`config.mk`:
```
export PLATFORM = sky130hd
export DESIGN_NAME = db_pin_mux
export DESIGN_NICKNAME = d
export VERILOG_FILES = /design/src/rtl/db_pin_mux_pkg.sv /design/src/rtl/db_pin_mux_ctrl.sv /design/src/rtl/db_pin_mux_dp.sv /design/src/rtl/db_pin_mux.sv
export SDC_FILE = /design/constraint.sdc
export NUM_CORES = 1
export LEC_CHECK = 0
export ABC_AREA = 1
export BUFFER_PORTS_ARGS = -buffer_cell sky130_fd_sc_hd__buf_2
export CAP_MARGIN = 0
export CORE_AREA = 2 2 202 204
export CTS_CLUSTER_DIAMETER = 150
export CTS_CLUSTER_SIZE = 30
export DETAILED_ROUTE_END_ITERATION = 12
export DIE_AREA = 0 0 204 206
export PLACE_DENSITY = 0.58
export SYNTH_ARGS = -nofsm -noshare
export SYNTH_HDL_FRONTEND = slang
export SYNTH_SLANG_ARGS = --single-unit
```
`constraint.sdc`:
```
create_clock -name clk -period 9.2 [get_ports clk]
set_input_delay 0.46 -clock clk [delete_from_list [all_inputs] [get_ports clk]]
set_output_delay 0.46 -clock clk [all_outputs]
set_load 0.005 [all_outputs]
```
`src/rtl/db_pin_mux_pkg.sv`:
```
package db_pin_mux_pkg;

  typedef enum logic [1:0] {
    SRC_SW   = 2'd0,
    SRC_ATR  = 2'd1,
    SRC_DBG0 = 2'd2,
    SRC_DBG1 = 2'd3
  } pinSrc_e;

  // word indices of the register map (byte offset = 4 * index)
  localparam int REG_IO    = 0;
  localparam int REG_DDR   = 1;
  localparam int REG_TXSEL = 2;
  localparam int REG_RXSEL = 3;
  localparam int REG_ATR0  = 4;
  localparam int ATR_CNT   = 4;
  localparam int NUM_REGS  = REG_ATR0 + ATR_CNT;

  typedef struct packed {
    logic               wrIo;
    logic               wrDdr;
    logic               wrTxSel;
    logic               wrRxSel;
    logic [ATR_CNT-1:0] wrAtr;
    logic               rdHit;
    logic [2:0]         rdIdx;
  } pinStrobe_t;

endpackage

```
`src/rtl/db_pin_mux_ctrl.sv`:
```
module db_pin_mux_ctrl
  import db_pin_mux_pkg::*;
#(
  parameter int ADDR_W = 6
) (
  input  logic              clk,
  input  logic              rstN,
  input  logic [ADDR_W-1:0] busAddr,
  input  logic              busWrEn,
  output pinStrobe_t        strobe
);

  localparam int IDX_W = ADDR_W - 2;

  logic             aligned;
  logic [IDX_W-1:0] wordIdx;
  logic             hit;
  logic             wrHit;

  assign aligned = (busAddr[1:0] == 2'b00);
  assign wordIdx = busAddr[ADDR_W-1:2];
  assign hit     = aligned && (wordIdx < IDX_W'(NUM_REGS));
  assign wrHit   = busWrEn && hit;

  assign strobe.wrIo    = wrHit && (wordIdx == IDX_W'(REG_IO));
  assign strobe.wrDdr   = wrHit && (wordIdx == IDX_W'(REG_DDR));
  assign strobe.wrTxSel = wrHit && (wordIdx == IDX_W'(REG_TXSEL));
  assign strobe.wrRxSel = wrHit && (wordIdx == IDX_W'(REG_RXSEL));

  for (genvar k = 0; k < ATR_CNT; k++) begin : g_atrDec
    assign strobe.wrAtr[k] = wrHit && (wordIdx == IDX_W'(REG_ATR0 + k));
  end

  assign strobe.rdHit = hit;
  assign strobe.rdIdx = wordIdx[2:0];


  unmapped_no_write_chk: assert property (@(posedge clk) disable iff (!rstN)
    (busWrEn && (busAddr[1:0] != 2'b00)) |->
      !(strobe.wrIo || strobe.wrDdr || strobe.wrTxSel || strobe.wrRxSel || (|strobe.wrAtr)));


  single_write_chk: assert property (@(posedge clk) disable iff (!rstN)
    $onehot0({strobe.wrIo, strobe.wrDdr, strobe.wrTxSel, strobe.wrRxSel, strobe.wrAtr}));

endmodule

```
`src/rtl/db_pin_mux_dp.sv`:
```
module db_pin_mux_dp
  import db_pin_mux_pkg::*;
#(
  parameter int PIN_W = 16
) (
  input  logic                 clk,
  input  logic                 rstN,
  input  pinStrobe_t           strobe,
  input  logic [2*PIN_W-1:0]   wrData,
  input  logic                 rxActive,
  input  logic                 txActive,
  input  logic [2*PIN_W-1:0]   dbg0,
  input  logic [2*PIN_W-1:0]   dbg1,
  input  logic [2*PIN_W-1:0]   pinIn,
  output logic [2*PIN_W-1:0]   pinOut,
  output logic [2*PIN_W-1:0]   pinOe,
  output logic [2*PIN_W-1:0]   rdData
);

  localparam int REG_W = 2 * PIN_W;

  logic [REG_W-1:0] ioReg, ddrReg, txSel, rxSel;
  logic [REG_W-1:0] atrReg [ATR_CNT];
  logic [REG_W-1:0] atrVal;
  logic [2*REG_W-1:0] selAll;
  logic [REG_W-1:0] muxVec;
  logic [REG_W-1:0] syncA, syncB;

  always_ff @(posedge clk) begin
    if (!rstN) begin
      ioReg  <= '0;
      ddrReg <= '0;
      txSel  <= '0;
      rxSel  <= '0;
    end else begin
      if (strobe.wrIo)    ioReg  <= wrData;
      if (strobe.wrDdr)   ddrReg <= wrData;
      if (strobe.wrTxSel) txSel  <= wrData;
      if (strobe.wrRxSel) rxSel  <= wrData;
    end
  end

  for (genvar k = 0; k < ATR_CNT; k++) begin : g_atr
    always_ff @(posedge clk) begin
      if (!rstN)                atrReg[k] <= '0;
      else if (strobe.wrAtr[k]) atrReg[k] <= wrData;
    end
  end

  // ATR state: bit1 = transmit active, bit0 = receive active
  assign atrVal = atrReg[{txActive, rxActive}];

  // receive fields occupy the low word, transmit fields the high word
  assign selAll = {txSel, rxSel};

  for (genvar j = 0; j < REG_W; j++) begin : g_pin
    pinSrc_e src;
    assign src = pinSrc_e'(selAll[2*j +: 2]);
    assign muxVec[j] = (src == SRC_SW)   ? ioReg[j]  :
                       (src == SRC_ATR)  ? atrVal[j] :
                       (src == SRC_DBG0) ? dbg0[j]   : dbg1[j];
  end

  assign pinOe  = ddrReg;
  assign pinOut = ddrReg & muxVec;

  always_ff @(posedge clk) begin
    if (!rstN) begin
      syncA <= '0;
      syncB <= '0;
    end else begin
      syncA <= pinIn;
      syncB <= syncA;
    end
  end

  always_comb begin
    rdData = '0;
    if (strobe.rdHit) begin
      case (strobe.rdIdx)
        3'(REG_IO):    rdData = syncB;
        3'(REG_DDR):   rdData = ddrReg;
        3'(REG_TXSEL): rdData = txSel;
        3'(REG_RXSEL): rdData = rxSel;
        default:       rdData = atrReg[strobe.rdIdx[1:0]];
      endcase
    end
  end

  // cycles since reset, saturating, for the synchroniser check
  logic [1:0] syncAge;
  always_ff @(posedge clk) begin
    if (!rstN)              syncAge <= '0;
    else if (syncAge != 2'd2) syncAge <= syncAge + 2'd1;
  end


  ddr_hold_chk: assert property (@(posedge clk) disable iff (!rstN)
    !strobe.wrDdr |=> $stable(pinOe));


  sel_hold_chk: assert property (@(posedge clk) disable iff (!rstN)
    !(strobe.wrTxSel || strobe.wrRxSel) |=> $stable(selAll));


  sync_delay_chk: assert property (@(posedge clk) disable iff (!rstN)
    (syncAge == 2'd2) |-> (syncB == $past(pinIn, 2)));

endmodule

```
`src/rtl/db_pin_mux.sv`:
```
module db_pin_mux
  import db_pin_mux_pkg::*;
#(
  parameter int PIN_W  = 16,
  parameter int ADDR_W = 6
) (
  input  logic                 clk,
  input  logic                 rstN,
  input  logic [ADDR_W-1:0]    busAddr,
  input  logic                 busWrEn,
  input  logic [2*PIN_W-1:0]   busWrData,
  output logic [2*PIN_W-1:0]   busRdData,
  input  logic                 rxActive,
  input  logic                 txActive,
  input  logic [2*PIN_W-1:0]   dbg0,
  input  logic [2*PIN_W-1:0]   dbg1,
  input  logic [2*PIN_W-1:0]   pinIn,
  output logic [2*PIN_W-1:0]   pinOut,
  output logic [2*PIN_W-1:0]   pinOe
);

  pinStrobe_t strobe;

  db_pin_mux_ctrl #(.ADDR_W(ADDR_W)) u_ctrl (
    .clk     (clk),
    .rstN    (rstN),
    .busAddr (busAddr),
    .busWrEn (busWrEn),
    .strobe  (strobe)
  );

  db_pin_mux_dp #(.PIN_W(PIN_W)) u_dp (
    .clk      (clk),
    .rstN     (rstN),
    .strobe   (strobe),
    .wrData   (busWrData),
    .rxActive (rxActive),
    .txActive (txActive),
    .dbg0     (dbg0),
    .dbg1     (dbg1),
    .pinIn    (pinIn),
    .pinOut   (pinOut),
    .pinOe    (pinOe),
    .rdData   (busRdData)
  );

endmodule

```
Word-level counts from Yosys, hierarchy flattened
Memories as Yosys holds them, arrays and structs flattened.
Cells that the tools add are included.
- order comparisons: 1
- eq/ne operators: 74
- multiplexer cells: 115
- bitwise operators: 5
- reductions and logical operators: 45
- operator list (operator ; count):
    32-bit two-way mux ; 5
    32-bit one-hot mux with 4 select lines ; 1
    1-bit two-way mux ; 109
    2-bit logical NOT ; 33
    2-bit by 1-bit equality test with 1-bit output (second input constant) ; 32
    2-bit equality test (second input constant) ; 32
    32-bit bitwise AND ; 1
    4-bit by 3-bit equality test with 1-bit output (second input constant) ; 4
    1-bit logical AND ; 10
    4-bit by 2-bit equality test with 1-bit output (second input constant) ; 2
    3-bit by 2-bit equality test with 1-bit output (second input constant) ; 2
    4-bit by 1-bit equality test with 1-bit output (second input constant) ; 1
    4-bit logical NOT ; 1
    4-bit < comparator (second input constant) ; 1
    1-bit bitwise OR ; 4
    3-bit by 1-bit equality test with 1-bit output (second input constant) ; 1
    3-bit logical NOT ; 1
- register bits: 192
- bits in writable memories: 128
- bits of input ports: 139
- output and inout bits: 96
- word-level logic and storage cells: 247
- memories kept: 1
- memories (memory ; depth ; width ; read ports ; clocked after Yosys merged registers in ; wr ports ; RTL line ; RTL):
    u_dp.atrReg ; 4 ; 32 ; 2 ; 0 ; 4 ; db_pin_mux_dp.sv:23 ; logic [REG_W-1:0] atrReg [ATR_CNT];

Depth between registers and ports, before layout
- depth after elaboration: 8
- depth in mapped cells: 10
- mapped depth without buffers: 8

By module
From an unflattened synthesis, not the netlist that was laid out.
- cells, all modules: 2121
- area, all modules: 16001.6 um^2
- modules (own cells, without submodules) (module ; instances ; cells an instance ; area an instance (um^2) ; sequential area each (um^2)):
    db_pin_mux_dp ; 1 ; 2087 ; 15836.4 ; 7687.4
    db_pin_mux_ctrl ; 1 ; 34 ; 165.2 ; 0.0

Worst setup path before layout
OpenSTA, ideal clock, no wires.
- path type: input to register
- start: input busAddr[1]
- end: memory u_dp.atrReg[1][0] (netlist name), enable pin
- setup time: 0.470 ns
- arrival: 3.545 ns
- required time: 8.730 ns
- setup slack: 5.185 ns
- stages: 5
- path buffers: 2
- path through: nor2_1 > nand3_2 > buf_2 > clkbuf_1 > o31ai_1
- RTL lines (item ; RTL line ; RTL):
    start, declared ; db_pin_mux.sv:9 ; input logic [ADDR_W-1:0] busAddr,
    end, declared ; db_pin_mux_dp.sv:23 ;

Worst setup path in the final report
- start: input busAddr[2]
- end: register u_dp.txSel[24]
- longest elaborated chain between the ends: 4
- elaborated cells between the ends (all ways): 5
- those cells by class: order compare: 1; eq/ne: 1; reduce/logical: 3
- ends and longest elaborated chain (item ; RTL line ; RTL):
    4-bit < comparator ; db_pin_mux_ctrl.sv:22 ; assign hit = aligned && (wordIdx < IDX_W'(NUM_REGS));
    1-bit logical AND ; db_pin_mux_ctrl.sv:22 ;
    1-bit logical AND ; db_pin_mux_ctrl.sv:23 ; assign wrHit = busWrEn && hit;
    1-bit logical AND * ; db_pin_mux_ctrl.sv:27 ; assign strobe.wrTxSel = wrHit && (wordIdx == IDX_W'(REG_TXSEL));
    end signal, assigned ; db_pin_mux_dp.sv:38 ; if (strobe.wrTxSel) txSel <= wrData;
    end, declared ; db_pin_mux_dp.sv:22 ; logic [REG_W-1:0] ioReg, ddrReg, txSel, rxSel;
Every way passes the cells marked *; elsewhere a longest branch is shown, timed or not.
A chain may end at the register's enable or synchronous reset.

==> impl_metrics.toml <==
[pwr]
leakage_nw = 8.89
power_density_nw_per_um2 = 146
switching_share_pct = 26.6
clock_power_share_pct = 30.4
cellInternalPower_mw = 1.90
p_sw_mw = 0.689
ir_worst_vdd_v = 0.0000958
pwr-share-seq_pct = 59.4
power_mw = 2.59
p_comb_share_pct = 10.2

[final_layout]
finalNetCount = 2567
n_antenna_cell = 0
layout-drive-gt1-share_pct = 12.3
area_growth_pct = 12.5
fin_area_sq_um = 17700

[synthesis]
syn_area_per_cell_sq_um = 6.92
netlist_top_cells_area = "dfxtp_1, edfxtp_1, nor2_1"
async_flop_share_pct = 0
synth-main-ff-cell = "dfxtp_1"
synth_edf_count = 128
synth_area_sq_um = 15700
ys_types = 24
ys_seq_area_share_pct = 48.9
syn-instance-count = 2272
yosysTopAreaCell = "dfxtp_1"
synth_top_area_share_pct = 24.5
yosysWarnings = 0
synth_seq_cells = 320
syn_nets = 2411

[timing]
tightest_slew_ps = 1210
rsz0062_at_grt = "no"
clock_skew_ps = 17.8
drv_slew = 0
hold_viol = 0
fin_setup_tns_ps = 0
min_period_over_period_pct = 40.1
slew_headroom_pct = 19.6
setup_violations = 0
period_needed_ps = 3690
fmax_mhz = 271

[route]
drt_iter0_drc = 1543
drcViolationCount = 0
ant_nets = 0
routedWlPerCell_microns = 20.3
wl_microns = 60200
via_per_inst = 5.21
dr.pass1.iters = 6
dr_total_vias = 15459

[cts]
cts_made_buffers = 14
cts.sinks = 320
ctsHtreeMaxLevel = 1
root_buffer = "clkbuf_16"
clk_pin_slew_ps = 120
post_cts_resized = 0
cts_buffer_depth = 3
cts.hold.buffers_added = 0
post_cts_buffers = 0
clk_latency_ps = 530
tritoncts = "yes"

[worst_setup_path]
worstPathArrival_ps = 4140
reg2reg_depth = 2
critPathMaxStageDelay_ps = 940
path_cells = "buf_2 > inv_2 > nand2_2 > inv_2 > nand2_2 > nor2_4 > nand2_1 > a21oi_1"
reg2reg_setup_slack_ps = 8270
cp-start-kind = "primary input"
r2r-start = "u_dp.rxSel[28]"
critPathMaxFanout = 35
cpMaxStageDelayCell = "nor2_4"
timing_worst_setup_path_type = "in2reg"
end_kind = "flip-flop"
reg2reg_to = "u_dp.rxSel[28]"
worstPathRequired_ps = 9660

[place]
hpwl_microns = 38800
gp_congestion = 0.844
numPortBuffers = 234
placed_area_sq_um = 17300

[global_routing]
antenna_found_initial = 0
grt_pass1_wl_microns = 87600
grt_use_total_pct = 28.0
gr-total-overflow = 0
grt_max_degree = 103
grt_pass1_vias = 14213

[floorplan]
ios = 235
rows = 74
die_h_microns = 206
die_area_sq_um = 42000
core_area_sq_um = 40200
die_w_microns = 204
start_util_pct = 39.1

[min_path]
holdCritStartpoint = "pinIn[10]"
whs_path_depth = 3
hold_class = "in2reg"
whs_endpoint = "u_dp.syncA[10]"

[status]
status = "complete, no violations"

[job]
maxCapViolations = 0
## through the flow
| stage | instances | util, % | hold WS [ps] | worst slack (ps) |
|---|---|---|---|---|
| CTS | 2968 | 44.0 | 104 | 5630 |
| floorplan | 2272 | - | 390 | 5190 |
| finish | 2968 | 44.0 | 108 | 5510 |
| global route | 2968 | 44.0 | 114 | 5330 |
| global placement | 2944 | 43.0 | 398 | 5240 |
| detailed placement | 2944 | 43.0 | 395 | 5090 |
## power by group through the flow
stage | clock (mW) | combinational, mW | sequential, mW
finish | 0.788 | 0.264 | 1.54
global route | 0.834 | 0.286 | 1.54
CTS | 0.791 | 0.262 | 1.54
detailed placement | 0 | 0.261 | 1.57
global placement | 0 | 0.259 | 1.57
floorplan | 0 | 0.136 | 1.56
## worst max-delay path by stage
stage	endpoint	slack (ps)	start
2_1_floorplan	u_dp.atrReg[1][0]	5190	busAddr[1]
3_3_place_gp	u_dp.txSel[10]	5240	busAddr[2]
3_5_place_dp	u_dp.txSel[24]	5090	busAddr[2]
4_1_cts	u_dp.txSel[24]	5630	busAddr[2]
5_1_grt	u_dp.txSel[24]	5330	busAddr[2]
6_report	u_dp.txSel[24]	5510	busAddr[2]
## state kept, by name (all words and copies together), names as in the netlist
| name | cells |
|---|---|
| u_dp.atrReg | 128 |
| u_dp.ioReg | 32 |
| u_dp.pinOe | 32 |
| u_dp.rxSel | 32 |
| u_dp.syncA | 32 |
| u_dp.syncB | 32 |
| u_dp.txSel | 32 |
## routing by layer
metal | track usage [%] | vias to the layer above | wire, microns
li1 | - | 7329 | -
met1 | 38.9 | 7285 | 25500
met2 | 45.6 | 742 | 27600
met3 | 3.39 | 103 | 5520
met4 | 8.33 | 0 | 1570
met5 | 0 | - | 0
## synth_stat cells (all sizes together), types with 3 or more instances
cell    number
clkbuf      63
buf         52
a21oi       32
o31ai        3
nand2      511
o21ai      244
nand3      183
edfxtp     128
dfxtp      192
inv        318
nand4        4
nor2       538
## critical path, delay by kind of cell
kind | cells | cell delay [ps]
buf+inv | 3 | 1120
compound gates | 1 | 190
simple gates | 4 | 2300
## cell type report
type / count / area [sq um]
Clock buffer: 23 / 405
Clock inverter: 1 / 11.3
Fill cell: 4247 / 22500
Multi-Input combinational cell: 1518 / 6390
Inverter: 319 / 1200
Tap cell: 532 / 666
Timing Repair Buffer: 255 / 1330
Sequential cell: 320 / 7690
## cells by family (layout without fill, tap and decap cells)
kind of cell	Yosys count	count (layout)	share of synthesized area, %
and+or+nand+nor	1238	1238	31.3
buffers and inverters	434	598	10.8
AOI/OAI and AO/OA	280	280	8.98
DFF	320	320	48.9
## placed cells by master (no fill, tap or decap), drive strengths merged, types with 3 or more instances in the layout
cell type / Yosys / final
o31ai: 3 / 3
nand2: 511 / 511
nor2: 538 / 538
buf: 52 / 255
nand4: 4 / 4
clkbuf: 63 / 23
inv: 318 / 320
a21oi: 32 / 32
o21ai: 244 / 244
edfxtp: 128 / 128
dfxtp: 192 / 192
nand3: 183 / 183
Power figures use the tool's default switching activity.
